**src/rtl/pcie_irq_aggregator.sv**
```systemverilog
module pcie_irq_aggregator #(
  parameter int NVEC      = 32,
  parameter int DATA_W    = 32,
  parameter int ADDR_W    = 2,
  parameter int WRAP_ADDR = 0,
  parameter int VEC_ADDR  = 1
) (
  input  logic              clk,
  input  logic              rst_n,
  input  logic [NVEC-1:0]   msi_set_i,
  input  logic [3:0]        intx_i,
  input  logic [ADDR_W-1:0] bus_addr_i,
  input  logic              bus_rd_i,
  input  logic              bus_wr_i,
  input  logic [DATA_W-1:0] bus_wdata_i,
  output logic [DATA_W-1:0] bus_rdata_o,
  output logic              irq_o
);
  localparam int NLEG   = 4;
  localparam int WRAP_W = NLEG + 1;

  logic [NVEC-1:0]   vec_q;
  logic [WRAP_W-1:0] wrap_q;
  logic              armed_q;

  wire sel_wrap = (bus_addr_i == ADDR_W'(WRAP_ADDR));
  wire sel_vec  = (bus_addr_i == ADDR_W'(VEC_ADDR));

  wire [NVEC-1:0]   vec_clr  = (bus_wr_i && sel_vec)  ? bus_wdata_i[NVEC-1:0]   : '0;
  wire [WRAP_W-1:0] wrap_clr = (bus_wr_i && sel_wrap) ? bus_wdata_i[WRAP_W-1:0] : '0;

  wire zero_rd  = bus_rd_i && sel_vec && (vec_q == '0);
  wire msi_fire = (|msi_set_i) && (armed_q || zero_rd);

  always_ff @(posedge clk) begin
    if (!rst_n) begin
      vec_q   <= '0;
      wrap_q  <= '0;
      armed_q <= 1'b1;
    end else begin
      vec_q   <= (vec_q & ~vec_clr) | msi_set_i;
      wrap_q  <= (wrap_q & ~wrap_clr) | {msi_fire, intx_i};
      if (msi_fire)     armed_q <= 1'b0;
      else if (zero_rd) armed_q <= 1'b1;
    end
  end

  always_comb begin
    bus_rdata_o = '0;
    if (sel_vec)       bus_rdata_o[NVEC-1:0]   = vec_q;
    else if (sel_wrap) bus_rdata_o[WRAP_W-1:0] = wrap_q;
  end

  assign irq_o = |wrap_q;
endmodule

```
**config.mk**
```make
export PLATFORM = sky130hd
export DESIGN_NAME = pcie_irq_aggregator
export DESIGN_NICKNAME = d
export VERILOG_FILES = /design/src/rtl/pcie_irq_aggregator.sv
export SDC_FILE = /design/constraint.sdc
export NUM_CORES = 1
export LEC_CHECK = 0
export CAP_MARGIN = 20
export CORE_MARGIN = 4
export CORE_UTILIZATION = 38
export CTS_BUF_LIST = sky130_fd_sc_hd__clkbuf_16
export CTS_CLUSTER_DIAMETER = 30
export DETAILED_ROUTE_END_ITERATION = 8
export PLACE_DENSITY = 0.88
export SETUP_SLACK_MARGIN = 0.4
export SLEW_MARGIN = 20
export SYNTH_ARGS = -nofsm -noshare
export SYNTH_HDL_FRONTEND = slang
export SYNTH_SLANG_ARGS = --single-unit
export TNS_END_PERCENT = 5
```
**constraint.sdc**
```tcl
create_clock -name clk -period 1.8 [get_ports clk]
set_input_delay 0.36 -clock clk [delete_from_list [all_inputs] [get_ports clk]]
set_output_delay 0.36 -clock clk [all_outputs]
set_load 0.005 [all_outputs]
```
==> impl_metrics.toml <==
[clocking]
cts_root_buf = "clkbuf_16"
postCtsHoldBufs = 0
clock_latency_ps = 270
htree_num_levels = 2
cts_sinks = 38
clkTransAtPathRegs_ps = 50
cts_buffers = 5
cts_buffer_depth = 2
cts_tree = "built"

[placed_design]
gp_congestion = 0.782
hpwl_um = 4580
post_dp_cell_area_sq_um = 2970
pre_cts_ws_ps = -416
port_buffers = 106

[global_route]
grt_max_degree = 18
antenna_found_initial = 0
grt_pass1_wl_um = 9830
grt.total_usage = 0.204
grt_overflow = 0
grt_pass1_vias = 2050

[floorplanning]
core_sq_um = 4500
fp.dieArea_sq_um = 5950
fp.dieW_um = 77.2
io-pin-count = 107
rows = 24
initial_core_util = 0.404
die_h_um = 77.2

[logic_synthesis]
syn-cell-area_sq_um = 1820
syn_avg_cell_area_sq_um = 7.87
async_flop_share = 0
synth_ff_type = "dfxtp_1"
synthTopCellsByArea = "dfxtp_1, nor2b_1, a21oi_1, and2_1, nand2_1"
syn_inst = 231
yosysSeqAreaShare = 0.418
ys_warn_count = 0
yosysUniqueCellTypes = 24
synth_seq_cells = 38
yosysTopAreaCellShare = 0.418
synth_edf_count = 0
synthTopCellsByCount = "dfxtp_1, a21oi_1, nand2_1"
yosysTopAreaCell = "dfxtp_1"
post-synth-top-count-cell = "dfxtp_1"
syn_nets = 305

[detailed_routing]
finalWirelength_um = 6870
wl_met3_um = 396
wire_per_inst_um = 17.1
first_pass_iters = 4
routed_via_density = 5.18
dr_wl_met2_um = 3520
ant_nets = 0
drc = 0
routedLengthMet1_um = 2890
vias = 2081
drt_iter0_markers = 112
route.top_layer_used = "met4"

[worst_setup_path]
crit_path_end_kind = "output port"
reg2reg_from = "vec_q[12]$_SDFF_PN0_"
worstPathRequired_ps = 1440
critical_path.cell_chain = "buf_2 > and2b_4 > buf_6 > buf_16 > and2_1 > dlygate4sd2_1"
arrival_ps = 1320
slowest_delay_ps = 250
worstSetupPathType = "in2out"
cp-endpoint = "bus_rdata_o[5]"
worstPathMaxFanout = 14
critPathLaunch = "bus_addr_i[0]"
critPathLaunchType = "primary input"
reg2reg_depth = 4
crit_slowest_cell = "dlygate4sd2_1"
r2r-end = "armed_q$_SDFFE_PN1P_"
r2r_setup_slack_ps = 350

[sta]
finalMaxSlewViolations = 0
fin_crit_sh = 0.931
period_needed_ps = 1680
relSlewSlack = 0.733
finClkSkew_ps = 4.95
hold_violations = 0
rsz0062_at_grt = "yes"
timing.fmax_mhz = 596
timing.final.ws_setup_ps = 123
max_slew.worst_pin.slew_ps = 399
setup_viol_count_final = 0

[cells_and_area]
areaGrowthSynthToFinish_pct = 86.4
stdcell_area_sq_um = 3390
final_layout_size_suffix_gt1_frac = 0.143
num_antenna_cells = 0
multiInputGateArea_sq_um = 1110
fill_cells = 322
regArea_sq_um = 763
nNetsFinal = 423

[status]
status = "finished, final reports clean"

[power]
p_leak_nw = 1.56
ir_drop_mv = 0.537
powerDensity_nw_per_um2 = 659

[job]
cap_violations = 0

[min_path]
hold_class = "in2reg"
==> how the worst min path moves through the flow <==
stage / slack, ps / startpoint / depth (start not counted) / endpoint
CTS: 480 / armed_q$_SDFFE_PN1P_ / 2 / armed_q$_SDFFE_PN1P_
global route: 410 / msi_set_i[27] / 3 / vec_q[27]$_SDFF_PN0_
finish: 390 / msi_set_i[24] / 3 / vec_q[24]$_SDFF_PN0_
detailed placement: 460 / armed_q$_SDFFE_PN1P_ / 2 / armed_q$_SDFFE_PN1P_
global placement: 440 / armed_q$_SDFFE_PN1P_ / 2 / armed_q$_SDFFE_PN1P_
floorplan: 430 / armed_q$_SDFFE_PN1P_ / 2 / armed_q$_SDFFE_PN1P_
==> metrics by stage <==
step | TNS [ps] | hold slack [ps] | power, mW | std cells | utilization
global placement | -11540 | 441 | 1.38 | 386 | 0.659
floorplan | 0 | 431 | 1.11 | 231 | -
finish | 0 | 386 | 2.24 | 402 | 0.753
global route | 0 | 408 | 2.32 | 402 | 0.753
CTS | 0 | 482 | 2.21 | 402 | 0.713
detailed placement | -12620 | 456 | 1.39 | 386 | 0.659
==> registers in the layout (all words and copies together) (netlist names) <==
name     flops
wrap_q       5
armed_q      1
vec_q       32
==> area by class of cell <==
type / instances / share of cell area
repair buffers: 123 / 0.387
clock inverters: 3 / 0.00369
inverters: 1 / 0.00111
flip-flops and latches: 38 / 0.225
clock buffers: 5 / 0.0369
multi-input cells: 180 / 0.327
well taps: 52 / 0.0192
==> critical path, delay by kind of cell <==
family	cells	cell delay, ps
AND/OR/NAND/NOR	2	320
buffers and inverters	4	620
==> what timing repair did <==
| item | 4_1_cts | 5_1_grt |
|---|---|---|
| gates cloned | 2 | 0 |
| pin swaps | 1 | 14 |
| gates resized for setup | 73 | 54 |
| endpoints found under the setup margin | 69 | 67 |
| setup buffers | 6 | 0 |
==> cell usage in the layout (no fill, tap or decap), drive strengths merged, types with 2 or more instances in the layout <==
master / count
mux2i: 5
nand3: 2
a21oi: 37
nor2b: 36
dlygate4sd2: 5
nor2: 8
clkdlybuf4s50: 46
inv: 2
nand4: 3
clkbuf: 6
nor3: 2
nand2: 37
nor4: 14
dfxtp: 38
clkinv: 2
buf: 20
clkdlybuf4s15: 23
and2: 27
dlymetal6s2s: 27
==> layer usage <==
layer	vias up	global-route usage
met5	-	0
met4	0	0.0463
met3	7	0.0574
met2	78	0.370
met1	985	0.236
li1	1011	-
==> logic make-up (layout without fill, tap and decap cells) <==
family | after synthesis | count (layout) | synth area share
compound gates | 41 | 41 | 0.118
mux | 5 | 5 | 0.0275
buf+inv | 13 | 132 | 0.0330
simple gates | 134 | 134 | 0.403
flops | 38 | 38 | 0.418
==> power breakdown <==
group	switching, mW	internal (mW)
Combinational	0.166	0.291
Clock	0.313	0.500
Sequential	0.0587	0.905
Power figures use the tool's default switching activity.
